<file path="src/rtl/pll_regs_pkg.sv">
package pll_regs_pkg;
  typedef enum logic [1:0] {
    SEQ_NONE,
    SEQ_START,
    SEQ_ADVANCE,
    SEQ_ABORT
  } seq_ev_t;
endpackage

</file>
<file path="src/rtl/host_decode.sv">
module host_decode #(
  parameter int AW = 16,
  parameter int DW = 8,
  parameter int NUM_REGS = 4,
  parameter int SLOT_W = 2,
  parameter logic [AW-1:0] IDX_ADDR = AW'(16'h03D6),
  parameter logic [AW-1:0] DATA_ADDR = AW'(16'h03D7),
  parameter logic [DW-1:0] BASE_IDX = DW'(8'hC4)
) (
  input  logic                   clk,
  input  logic                   rst,
  input  logic [AW-1:0]          addr,
  input  logic [DW-1:0]          wdata,
  input  logic                   wr,
  input  logic                   rd,
  input  logic [NUM_REGS*DW-1:0] shadow_flat,
  output logic                   grp_wr,
  output logic [SLOT_W-1:0]      slot,
  output logic [DW-1:0]          rdata
);
  localparam logic [DW-1:0] NREG_V = DW'(NUM_REGS);

  logic [DW-1:0] idx_q;
  logic [DW-1:0] off;
  logic          grp_hit;

  assign off     = idx_q - BASE_IDX;
  assign grp_hit = (idx_q >= BASE_IDX) && (off < NREG_V);
  assign slot    = off[SLOT_W-1:0];
  assign grp_wr  = wr && (addr == DATA_ADDR) && grp_hit;

  always_ff @(posedge clk) begin
    if (rst) begin
      idx_q <= '0;
    end else if (wr && addr == IDX_ADDR) begin
      idx_q <= wdata;
    end
  end

  always_ff @(posedge clk) begin
    if (rst) begin
      rdata <= '0;
    end else if (rd && addr == IDX_ADDR) begin
      rdata <= idx_q;
    end else if (rd && addr == DATA_ADDR && grp_hit) begin
      rdata <= shadow_flat[slot*DW +: DW];
    end else begin
      rdata <= '0;
    end
  end

  // read data is zero unless a read was requested the cycle before
  assert_rdata_idle_R3: assert property (@(posedge clk) disable iff (rst)
    !$past(rd) |-> rdata == '0);
endmodule

</file>
<file path="src/rtl/seq_tracker.sv">
module seq_tracker
  import pll_regs_pkg::*;
#(
  parameter int NUM_REGS = 4,
  parameter int SLOT_W = 2
) (
  input  logic              clk,
  input  logic              rst,
  input  logic              grp_wr,
  input  logic [SLOT_W-1:0] slot,
  output logic              commit_now,
  output logic              upd_pulse
);
  localparam logic [SLOT_W-1:0] LAST = SLOT_W'(NUM_REGS - 1);

  logic [SLOT_W-1:0] pos_q;
  seq_ev_t           ev;

  always_comb begin
    ev = SEQ_NONE;
    if (grp_wr) begin
      if (slot == '0)        ev = SEQ_START;
      else if (slot == pos_q) ev = SEQ_ADVANCE;
      else                    ev = SEQ_ABORT;
    end
  end

  assign commit_now = (ev == SEQ_ADVANCE) && (slot == LAST);

  always_ff @(posedge clk) begin
    if (rst) begin
      pos_q     <= '0;
      upd_pulse <= 1'b0;
    end else begin
      upd_pulse <= commit_now;
      unique case (ev)
        SEQ_START:   pos_q <= SLOT_W'(1);
        SEQ_ADVANCE: pos_q <= (slot == LAST) ? '0 : pos_q + SLOT_W'(1);
        SEQ_ABORT:   pos_q <= '0;
        default:     pos_q <= pos_q;
      endcase
    end
  end

  // a write to the first slot always leaves the tracker expecting the second
  assert_restart_R6: assert property (@(posedge clk) disable iff (rst)
    (grp_wr && slot == '0) |=> pos_q == SLOT_W'(1));

  // an unexpected slot returns the tracker to idle
  assert_abort_idle_R7: assert property (@(posedge clk) disable iff (rst)
    (grp_wr && slot != '0 && slot != pos_q) |=> (pos_q == '0 && !upd_pulse));

  // without a group write the tracker holds its position
  assert_hold_R8: assert property (@(posedge clk) disable iff (rst)
    !grp_wr |=> $stable(pos_q));

  // strobe never lasts two cycles
  assert_pulse_single_R9: assert property (@(posedge clk) disable iff (rst)
    upd_pulse |=> !upd_pulse);
endmodule

</file>
<file path="src/rtl/param_store.sv">
module param_store #(
  parameter int DW = 8,
  parameter int NUM_REGS = 4,
  parameter int SLOT_W = 2,
  parameter logic [NUM_REGS*DW-1:0] DEFAULTS = 32'h0105_3C2A
) (
  input  logic                   clk,
  input  logic                   rst,
  input  logic                   grp_wr,
  input  logic [SLOT_W-1:0]      slot,
  input  logic [DW-1:0]          wdata,
  input  logic                   commit_now,
  output logic [NUM_REGS*DW-1:0] shadow_flat,
  output logic [NUM_REGS*DW-1:0] act_params
);
  for (genvar k = 0; k < NUM_REGS; k++) begin : g_slot
    logic [DW-1:0] shadow_q;
    logic          hit;

    assign hit = grp_wr && (slot == SLOT_W'(k));

    always_ff @(posedge clk) begin
      if (rst)      shadow_q <= DEFAULTS[k*DW +: DW];
      else if (hit) shadow_q <= wdata;
    end

    always_ff @(posedge clk) begin
      if (rst)             act_params[k*DW +: DW] <= DEFAULTS[k*DW +: DW];
      else if (commit_now) act_params[k*DW +: DW] <= hit ? wdata : shadow_q;
    end

    assign shadow_flat[k*DW +: DW] = shadow_q;
  end

  // active set moves only on a commit request
  assert_active_gate_R4: assert property (@(posedge clk) disable iff (rst)
    !commit_now |=> $stable(act_params));
endmodule

</file>
<file path="src/rtl/clk_param_bank.sv">
module clk_param_bank #(
  parameter int AW = 16,
  parameter int DW = 8,
  parameter int NUM_REGS = 4,
  parameter logic [AW-1:0] IDX_ADDR = AW'(16'h03D6),
  parameter logic [AW-1:0] DATA_ADDR = AW'(16'h03D7),
  parameter logic [DW-1:0] BASE_IDX = DW'(8'hC4),
  parameter logic [NUM_REGS*DW-1:0] DEFAULTS = 32'h0105_3C2A
) (
  input  logic                   clk,
  input  logic                   rst,
  input  logic [AW-1:0]          addr,
  input  logic [DW-1:0]          wdata,
  input  logic                   wr,
  input  logic                   rd,
  output logic [DW-1:0]          rdata,
  output logic [NUM_REGS*DW-1:0] act_params,
  output logic                   upd_pulse
);
  localparam int SLOT_W = (NUM_REGS > 1) ? $clog2(NUM_REGS) : 1;

  logic                   grp_wr;
  logic [SLOT_W-1:0]      slot;
  logic                   commit_now;
  logic [NUM_REGS*DW-1:0] shadow_flat;

  host_decode #(
    .AW(AW), .DW(DW), .NUM_REGS(NUM_REGS), .SLOT_W(SLOT_W),
    .IDX_ADDR(IDX_ADDR), .DATA_ADDR(DATA_ADDR), .BASE_IDX(BASE_IDX)
  ) i_decode (
    .clk(clk), .rst(rst), .addr(addr), .wdata(wdata), .wr(wr), .rd(rd),
    .shadow_flat(shadow_flat), .grp_wr(grp_wr), .slot(slot), .rdata(rdata)
  );

  seq_tracker #(.NUM_REGS(NUM_REGS), .SLOT_W(SLOT_W)) i_tracker (
    .clk(clk), .rst(rst), .grp_wr(grp_wr), .slot(slot),
    .commit_now(commit_now), .upd_pulse(upd_pulse)
  );

  param_store #(
    .DW(DW), .NUM_REGS(NUM_REGS), .SLOT_W(SLOT_W), .DEFAULTS(DEFAULTS)
  ) i_store (
    .clk(clk), .rst(rst), .grp_wr(grp_wr), .slot(slot), .wdata(wdata),
    .commit_now(commit_now), .shadow_flat(shadow_flat), .act_params(act_params)
  );

  // outputs seen by the synthesizer change only with the strobe
  assert_active_hold_R4: assert property (@(posedge clk) disable iff (rst)
    !upd_pulse |-> $stable(act_params));

  // a committed set is exactly the shadow contents
  assert_commit_copy_R5: assert property (@(posedge clk) disable iff (rst)
    upd_pulse |-> act_params == shadow_flat);
endmodule

</file>
<file path="config.mk">
export PLATFORM = sky130hd
export DESIGN_NAME = clk_param_bank
export DESIGN_NICKNAME = d
export VERILOG_FILES = /design/src/rtl/pll_regs_pkg.sv /design/src/rtl/host_decode.sv /design/src/rtl/seq_tracker.sv /design/src/rtl/param_store.sv /design/src/rtl/clk_param_bank.sv
export SDC_FILE = /design/constraint.sdc
export NUM_CORES = 1
export LEC_CHECK = 0
export BUFFER_PORTS_ARGS = -buffer_cell sky130_fd_sc_hd__buf_2
export CORE_ASPECT_RATIO = 0.6
export CORE_MARGIN = 1.5
export CORE_UTILIZATION = 35
export CTS_CLUSTER_DIAMETER = 50
export DETAILED_ROUTE_END_ITERATION = 7
export GPL_TIMING_DRIVEN = 0
export PLACE_DENSITY = 0.67
export REMOVE_ABC_BUFFERS = 1
export SYNTH_ARGS = -nofsm -noshare
export SYNTH_HDL_FRONTEND = slang
export SYNTH_HIERARCHICAL = 1
export SYNTH_SLANG_ARGS = --single-unit
</file>
<file path="constraint.sdc">
create_clock -name clk -period 2.9 [get_ports clk]
set_input_delay 0.29 -clock clk [delete_from_list [all_inputs] [get_ports clk]]
set_output_delay 0.29 -clock clk [all_outputs]
set_load 0.01 [all_outputs]
</file>
==> results of run 1 <==
## per-stage QoR
step	utilization	std cells	hold WS [ns]	setup TNS, ns	cell area [um^2]
global placement	0.402	501	0.469	-78.81	3700
global route	0.444	522	0.261	0	4090
floorplan	-	303	0.359	-27.50	3200
CTS	0.439	519	0.248	0	4050
detailed placement	0.406	502	0.474	-18.03	3740
finish	0.444	522	0.257	0	4090
## logic make-up after synthesis
group                  share of synthesized area
AO/OA/AOI/OAI                              0.126
AND/OR/NAND/NOR                            0.215
buffers and inverters                     0.0409
multiplexers                               0.119
flip-flops                                 0.499
## Yosys cell counts (7+ instances only)
library cell / instances / share of area
a211oi_1: 22 / 0.050
nand2_1: 23 / 0.026
o21ai_0: 9 / 0.014
mux2i_1: 24 / 0.072
nand4_1: 10 / 0.019
nor2_1: 47 / 0.053
clkbuf_1: 14 / 0.016
dfxtp_1: 83 / 0.50
nand3b_1: 11 / 0.025
mux4_2: 7 / 0.047
a31oi_1: 11 / 0.021
nor3_1: 12 / 0.018
a21oi_1: 10 / 0.015
a22o_1: 7 / 0.018
## tightest hold or removal path, stage by stage
cell	delay [ns]
buf_2	0.13
nand4_1	0.07
a21oi_1	0.06
## power breakdown
group | switching, mW | total (mW) | internal [mW]
clock | 0.434 | 1.11 | 0.673
combinational | 0.0419 | 0.0623 | 0.0204
sequential | 0.00000245 | 1.14 | 1.14
## path summary, 6_finish.rpt
check,slack [ns],start,cells after the start,to
max,0.37,addr[11],7,i_store/act_params[23]$_SDFFE_PP0P_
max reg2reg,0.50,i_decode/idx_q[0]$_SDFFE_PP0P_,4,i_store/act_params[10]$_SDFFE_PP1P_
min,0.26,wdata[6],3,i_decode/idx_q[6]$_SDFFE_PP0P_
min reg2reg,0.48,i_store/act_params[15]$_SDFFE_PP0P_,2,i_store/act_params[15]$_SDFFE_PP0P_
## state kept, by name (all words and copies together) (netlist names)
name	count
i_store/g_slot.shadow_q	32
i_decode/rdata	8
i_store/act_params	32
i_tracker/pos_q	2
i_decode/idx_q	8
i_tracker/upd_pulse	1
## layout make-up
cell class	instances	area (um^2)
clock buffers	15	288
multi-input cells	219	1560
well taps	130	163
clock inverters	1	5.00
fillers	895	5130
repair buffers	72	405
flip-flops and latches	83	1660
inverters	2	7.51
## layer usage
layer | wire, um | share of wire | GRT usage
met3 | 714 | 0.082 | 0.0620
met1 | 4450 | 0.51 | 0.269
met2 | 3500 | 0.40 | 0.259
met4 | 90 | 0.010 | 0.0539
met5 | 0 | 0 | 0
## what timing repair did
item / in CTS / in global routing
resized for setup: 3 / 1
setup buffers: 0 / 3
endpoints found under the setup margin: 23 / 20
hold buffers: 0 / 0
pin swaps: 1 / 1
gates cloned: 1 / 0
==> results.json, run 1 <==
{
  "wl_per_cell_um": 16.8,
  "cap_violations": 0,
  "dp_slack_ns": -0.916,
  "grt_max_degree": 79,
  "rsz0062_at_grt": "false",
  "syn_area_per_cell_um2": 10.1,
  "wirelength_mm": 8.75,
  "clk_pin_slew_worst_paths_ns": 0.06,
  "drc": 0,
  "synth_cell_types": 41,
  "timing.final.crit_period_ns": 2.53,
  "core_mm2": 0.00922,
  "fin_skew_ns": 0.00342,
  "relSlewSlack": 0.255,
  "numPortBuffers": 68,
  "viasPerCell": 5.27,
  "cp-start-kind": "input port",
  "power.density_mw_per_mm2": 565,
  "synthCells": 329,
  "finalMaxSlewViolations": 0,
  "slowest_stage": "nand3b_1",
  "rows": 27,
  "max_stage_delay_ns": 0.54,
  "ys_warn_count": 6,
  "cts.htree.levels": 3,
  "dr.first_iter.drc_count": 197,
  "timing.final.crit_share": 0.874,
  "timing.fmax_ghz": 0.395,
  "die_h_um": 78.6,
  "ant_nets": 0,
  "hold_viol_final": 0,
  "die_x_um": 129,
  "async_reset_ff_frac": 0,
  "critical_path_peak_fanout": 10,
  "ys_seq_elements": 83,
  "clock_path_buffers": 2,
  "timing_worst_setup_path_type": "input port to register",
  "clock_latency_ns": 0.34,
  "grtUsageTotal": 0.186,
  "gr-total-overflow": 0,
  "status": "finished, final reports clean",
  "grt_pass1_wl_mm": 14.1,
  "fin_ws_ns": 0.366,
  "numCtsBuffers": 9,
  "crit_family": "simple AND/OR/NAND/NOR gates",
  "syn_area_mm2": 0.00333,
  "ys.flop_type": "dfxtp_1",
  "end_kind": "register",
  "grt_pass1_vias": 2688,
  "worst_pin_slew_ns": 1.12,
  "vdd_ir_drop_max_uv": 279,
  "final_cell_mix": "83 x dfxtp_1, 67 x buf_2, 45 x nor2_1",
  "worstPathCellList": "buf_2, nor4b_4, nand4_1, nor2_4, nand3b_1, mux2i_1, a211oi_1",
  "final_common_cell": "dfxtp_1",
  "leakage_nw": 1.69,
  "required_ns": 3.08,
  "fin_nets": 415,
  "first_pass_iters": 4,
  "hpwl_mm": 5.61,
  "cts_tree": "yes",
  "p_total_mw": 2.31,
  "start_util": 0.361,
  "ys_seq_area_frac": 0.499,
  "crit_arrival_ns": 2.72,
  "worst-path-buf-inv": 1,
  "hold_class": "input port to register",
  "io_pins": 69,
  "clock-root-buffer": "clkbuf_16",
  "grt_antenna_before_repair": 0,
  "syn2layout_area_growth_pct": 22.8,
  "layout-drive-gt1-share": 0.281,
  "synth_edf_count": 0,
  "vias": 2750,
  "cts_num_sinks": 83,
  "die_area_mm2": 0.0101,
  "setup_viol": 0,
  "n_antenna_cell": 0,
  "gp_congestion": 0.837
}
Power figures use the tool's default switching activity.
==> run 2, diff against run 1 <==
--- a/config.mk
+++ b/config.mk
@@ -13,6 +13,7 @@
 export DETAILED_ROUTE_END_ITERATION = 7
 export GPL_TIMING_DRIVEN = 0
 export PLACE_DENSITY = 0.67
+export RECOVER_POWER = 100
 export REMOVE_ABC_BUFFERS = 1
 export SYNTH_ARGS = -nofsm -noshare
 export SYNTH_HDL_FRONTEND = slang
==> run 2 against run 1 <==
  * Register-to-register slack got worse by 0.10 ns
  * Setup slack got worse by 0.039 ns
  * First-iteration DRC count fell by 1.0%
  * Non-clock buffer count did not move
  * Power fell by 0.15%
  * Clock-buffer cell count did not move
  * Sequential power barely moved
  * Clock skew rose by 0.0028 ns
==> results.json, run 2 (same netlist as run 1, synthesis figures left out) <==
{
  "end_kind": "register",
  "hpwl_mm": 5.61,
  "crit_arrival_ns": 2.81,
  "rr_endpoint": "i_store/act_params[19]$_SDFFE_PP0P_",
  "die_h_um": 78.6,
  "final_cell_mix": "83 x dfxtp_1, 46 x clkbuf_1, 46 x nor2_1",
  "timing.final.crit_period_ns": 2.57,
  "die_area_mm2": 0.0101,
  "reg2reg_slack_ns": 0.40,
  "required_ns": 3.14,
  "fin_nets": 415,
  "reg_top3": "i_store/act_params (32), i_store/g_slot.shadow_q (32)",
  "vias": 2717,
  "cts_num_sinks": 83,
  "io_pins": 69,
  "n_antenna_cell": 0,
  "clk_pin_slew_worst_paths_ns": 0.06,
  "timing.fmax_ghz": 0.389,
  "start_util": 0.361,
  "power.density_mw_per_mm2": 576,
  "drc": 0,
  "final_common_cell": "dfxtp_1",
  "relSlewSlack": 0.319,
  "numCtsBuffers": 9,
  "clock_path_buffers": 2,
  "cp-start-kind": "input port",
  "r2r_start": "i_decode/idx_q[0]$_SDFFE_PP0P_",
  "leakage_nw": 1.53,
  "grt_max_degree": 79,
  "gp_congestion": 0.837,
  "clock-root-buffer": "clkbuf_16",
  "critical_path_peak_fanout": 10,
  "cts.htree.levels": 3,
  "hold_path_end": "i_decode/idx_q[6]$_SDFFE_PP0P_",
  "status": "finished, final reports clean",
  "ant_nets": 0,
  "hold_viol_final": 0,
  "hold_slack_ns": 0.262,
  "vdd_ir_drop_max_uv": 271,
  "grt_antenna_before_repair": 0,
  "wl_per_cell_um": 16.9,
  "hold_start": "wdata[6]",
  "core_mm2": 0.00922,
  "cap_violations": 0,
  "clock_latency_ns": 0.33,
  "syn2layout_area_growth_pct": 20.2,
  "layout-drive-gt1-share": 0.156,
  "cts_tree": "yes",
  "fin_skew_ns": 0.00625,
  "dr.first_iter.drc_count": 195,
  "setup_viol": 0,
  "r2r_cells": 6,
  "grt_pass1_vias": 2688,
  "rows": 27,
  "grtUsageTotal": 0.186,
  "grt_pass1_wl_mm": 14.1,
  "first_pass_iters": 4,
  "hold_depth": 3,
  "worst_pin_slew_ns": 1.02,
  "hold_buffers": 0,
  "wirelength_mm": 8.80,
  "die_x_um": 129,
  "timing.final.crit_share": 0.887,
  "numPortBuffers": 68,
  "gr-total-overflow": 0,
  "rsz0062_at_grt": "false",
  "hold_class": "input port to register",
  "finalMaxSlewViolations": 0,
  "viasPerCell": 5.20,
  "final_core_util": 0.434,
  "final.setup.tns_ns": 0,
  "timing_worst_setup_path_type": "input port to register"
}
run 2: cell count changes in the layout (fill, tap and decap cells not counted):
cell and change:
clkbuf_1 +44, nand3_2 -2, a211oi_1 +1, a211oi_2 -1, buf_2 -42, nor2_4 -1, nor2_1 +1, buf_4 -2
nand3_1 +2, nand3b_2 -1, nand3b_1 +1
run 2: area by class of cell:
type                       count  area, um^2
fill                         918        5220
sequential                    83        1660
multi-input combinational    219        1540
timing repair buffer          72         345
clock buffer                  15         288
tap                          130         163
inverter                       2        7.51
clock inverter                 1        5.00
run 2: worst max-delay path: stages:
cell and delay (ns):
clkbuf_1 0.10, nor4b_4 0.37, nand4_1 0.42, nor2_4 0.38, nand3_1 0.25, nor2_1 0.30
buf_12 0.17, clkbuf_1 0.23, nor2_1 0.08, a211oi_1 0.22
run 2: worst max path at each step:
stage / start / to / slack [ns] / depth (start not counted)
3_3_place_gp: addr[11] / i_store/act_params[12]$_SDFFE_PP1P_ / -2.88 / 8
6_report: addr[11] / i_store/act_params[19]$_SDFFE_PP0P_ / 0.33 / 10
5_1_grt: addr[11] / i_store/act_params[20]$_SDFFE_PP0P_ / 0.11 / 10
3_5_place_dp: addr[11] / i_store/act_params[24]$_SDFFE_PP1P_ / -0.92 / 8
4_1_cts: addr[11] / i_store/act_params[18]$_SDFFE_PP1P_ / 0.16 / 8
2_1_floorplan: addr[11] / i_store/act_params[1]$_SDFFE_PP1P_ / -1.10 / 7
run 2: timing repair:
item                                   4_1_cts  5_1_grt
gates resized for setup                      3        1
endpoints found under the hold margin        0        0
buffers inserted                             0        3
pin swaps                                    1        1
setup endpoints to repair                   23       20
cloned                                       1        0
run 2: stage by stage:
stage,setup WS (ns),instances,power [mW],area [um^2]
after floorplan,-1.10,303,1.18,3200
after global placement,-2.88,501,1.22,3700
after detailed placement,-0.916,502,1.23,3740
after CTS,0.157,519,2.34,4050
after global routing,0.109,522,2.38,4010
final,0.327,522,2.31,4010
run 2: layer usage:
metal / routed length [um] / GRT usage / up-vias
met4: 17 / 0.0539 / 0
met3: 554 / 0.0620 / 4
met5: 0 / 0 / -
met2: 3690 / 0.259 / 92
li1: - / - / 1314
met1: 4540 / 0.269 / 1307
run 2: report_power, final:
part / switching (mW) / leakage, nW / total [mW] / internal, mW
clock network: 0.431 / 0.146 / 1.10 / 0.673
logic: 0.0421 / 0.718 / 0.0623 / 0.0202
registers: 0.00000230 / 0.669 / 1.14 / 1.14
total: 0.473 / 1.53 / 2.31 / 1.83
==> run 3, diff against run 2 <==
--- a/config.mk
+++ b/config.mk
@@ -5,6 +5,7 @@
 export SDC_FILE = /design/constraint.sdc
 export NUM_CORES = 1
 export LEC_CHECK = 0
+export ABC_AREA = 1
 export BUFFER_PORTS_ARGS = -buffer_cell sky130_fd_sc_hd__buf_2
 export CORE_ASPECT_RATIO = 0.6
 export CORE_MARGIN = 1.5
@@ -12,7 +13,7 @@
 export CTS_CLUSTER_DIAMETER = 50
 export DETAILED_ROUTE_END_ITERATION = 7
 export GPL_TIMING_DRIVEN = 0
-export PLACE_DENSITY = 0.67
+export PLACE_DENSITY = 0.66
 export RECOVER_POWER = 100
 export REMOVE_ABC_BUFFERS = 1
 export SYNTH_ARGS = -nofsm -noshare
==> run 3 against run 2 <==
  * The run now ends with design-rule violations left
  * Sequential power about the same
  * First-iteration DRC count increased by 87%
  * Final cell count increased by 46%
  * Largest power group is now the clock network
==> results.json, run 3 <==
{
  "status": "finished, violations left",
  "violations": "design-rule violations",
  "fin_nets": 648,
  "numPortBuffers": 68,
  "ant_nets": 0,
  "ys_seq_elements": 83,
  "syn_area_per_cell_um2": 7.02,
  "relSlewSlack": 0.155,
  "cts_num_sinks": 83,
  "clk_pin_slew_worst_paths_ns": 0.06,
  "drc": 7,
  "hold_viol_final": 0,
  "first_pass_iters": 7,
  "clock_latency_ns": 0.34,
  "clock_path_buffers": 2,
  "timing_worst_setup_path_type": "register to register",
  "pwr-share-seq": 0.470,
  "synth_area_leaders": "dfxtp_1 42%, nand2_1 13%, nor2_1 7.1%",
  "clock-root-buffer": "clkbuf_16",
  "p_sw_frac": 0.211,
  "synth.cells.most_frequent": "132 x nand2_1, 83 x dfxtp_1, 75 x nor2_1, 60 x inv_1, 50 x a21oi_1",
  "yosys.cell_count.top_type": "nand2_1",
  "die_x_um": 140,
  "grtUsageTotal": 0.183,
  "hold_buffers": 0,
  "syn_area_mm2": 0.00394,
  "synth_edf_count": 0,
  "timing.fmax_ghz": 0.368,
  "critical_path_peak_fanout": 9,
  "synth_cell_types": 31,
  "end_kind": "register",
  "ys_seq_area_frac": 0.422,
  "timing.final.crit_share": 0.938,
  "timing.final.crit_period_ns": 2.72,
  "post-place-cells": 745,
  "synthCells": 561,
  "final_cell_mix": "133 x nand2_1, 82 x dfxtp_1, 74 x nor2_1",
  "cts.htree.levels": 3,
  "async_reset_ff_frac": 0,
  "crit_arrival_ns": 2.95,
  "p_total_mw": 2.43,
  "dr.first_iter.drc_count": 364,
  "rows": 29,
  "final_core_util": 0.428,
  "cell_internal_pwr_mw": 1.92,
  "hold_class": "input port to register",
  "io_pins": 69,
  "cap_violations": 0,
  "core_mm2": 0.0107,
  "reg2reg_slack_ns": 0.18,
  "wl_per_cell_um": 13.8,
  "power_frac_comb": 0.029,
  "worst_pin_slew_ns": 1.27,
  "final_cell_area_mm2": 0.00460,
  "synth_top_area_share": 0.422,
  "n_antenna_cell": 0,
  "ys_warn_count": 6,
  "setup_viol": 0,
  "vdd_ir_drop_max_uv": 368,
  "cp-start-kind": "register",
  "yosys.area.top_type": "dfxtp_1",
  "rsz0062_at_grt": "false",
  "switching_power_mw": 0.512,
  "p_clk_frac": 0.502,
  "grt_max_degree": 69,
  "leakage_nw": 1.94,
  "viasPerCell": 5.09,
  "instances_no_fill": 764,
  "dpl_cell_area_mm2": 0.00433,
  "fillers": 1107,
  "vias": 3888,
  "gp_congestion": 0.868,
  "cts_tree": "yes",
  "ys.flop_type": "dfxtp_1",
  "fin_skew_ns": 0.00876,
  "start_util": 0.367,
  "grt_pass1_vias": 3569,
  "grt_antenna_before_repair": 0,
  "grt_pass1_wl_mm": 17.3,
  "final_common_cell": "nand2_1",
  "required_ns": 3.13,
  "wirelength_mm": 10.6,
  "finalMaxSlewViolations": 0,
  "hpwl_mm": 7.37,
  "syn2layout_area_growth_pct": 16.9,
  "die_h_um": 85.2,
  "die_area_mm2": 0.0119,
  "gr-total-overflow": 0,
  "power.density_mw_per_mm2": 527,
  "numCtsBuffers": 9,
  "layout-drive-gt1-share": 0.120,
  "reg_top3": "i_store/act_params (32), i_store/g_slot.shadow_q (32)"
}
[run 3: layout make-up]
cell class	instances	area (um^2)	share of cell area
tap	139	174	0.0378
sequential	83	1660	0.361
timing repair buffer	75	344	0.0748
clock inverter	6	90.1	0.0196
multi-input combinational	384	1840	0.400
clock buffer	10	229	0.0498
inverter	67	259	0.0563
[run 3: per-layer routing]
| layer | GRT usage | vias up | routed length [um] |
|---|---|---|---|
| met5 | 0 | - | 0 |
| met2 | 0.287 | 156 | 4540 |
| li1 | - | 1928 | - |
| met3 | 0.0446 | 16 | 832 |
| met1 | 0.253 | 1788 | 5040 |
| met4 | 0.0488 | 0 | 132 |
[run 3: through the flow]
stage	setup WS, ns	hold slack (ns)	TNS [ns]
floorplan	-4.61	0.359	-187.28
global placement	-7.91	0.448	-354.33
detailed placement	-0.869	0.456	-17.95
CTS	0.0675	0.234	0
global route	0.0175	0.250	0
finish	0.181	0.249	0
[run 3: repair_timing]
| action | in CTS | in global routing |
|---|---|---|
| setup endpoints to repair | 32 | 19 |
| gates cloned | 1 | 0 |
| setup buffers | 2 | 0 |
| pin swaps | 2 | 0 |
| resized for setup | 2 | 2 |
[run 3: logic make-up (layout without fill, tap and decap cells)]
kind of cell	Yosys count	after routing	synth area share
buffers and inverters	95	158	0.113
and+or+nand+nor	309	310	0.369
AOI/OAI and AO/OA	73	73	0.0934
DFF	83	83	0.422
xor gates and xnor gates	1	1	0.00222
[run 3: critical path: stages (launching register included)]
cell,delay [ns]
dfxtp_1,0.37
nand2_1,0.05
nand3b_1,0.23
nor4_4,0.35
buf_4,0.23
clkbuf_1,0.31
clkbuf_1,0.36
nand3_4,0.25
nand2_1,0.14
o21ai_0,0.10
or2_1,0.21
[run 3: worst paths after layout]
kind,from,to,cells past startpoint
setup / recovery,i_decode/idx_q[7]$_SDFFE_PP0P_,i_store/g_slot[3].shadow_q[0]$_SDFF_PP1_,10
setup reg to reg,i_decode/idx_q[7]$_SDFFE_PP0P_,i_store/g_slot[3].shadow_q[0]$_SDFF_PP1_,10
hold / removal,wdata[0],i_decode/idx_q[0]$_SDFFE_PP0P_,3
hold reg to reg,i_store/act_params[16]$_SDFFE_PP1P_,i_store/act_params[16]$_SDFFE_PP1P_,2
[run 3: power by group through the flow]
| stage | clock [mW] | combinational (mW) | sequential (mW) |
|---|---|---|---|
| after floorplan | 0 | 0.0188 | 1.17 |
| after CTS | 1.25 | 0.0690 | 1.14 |
| after detailed placement | 0 | 0.0684 | 1.17 |
| after global routing | 1.30 | 0.0769 | 1.14 |
| after global placement | 0 | 0.0660 | 1.17 |
| final | 1.22 | 0.0693 | 1.14 |
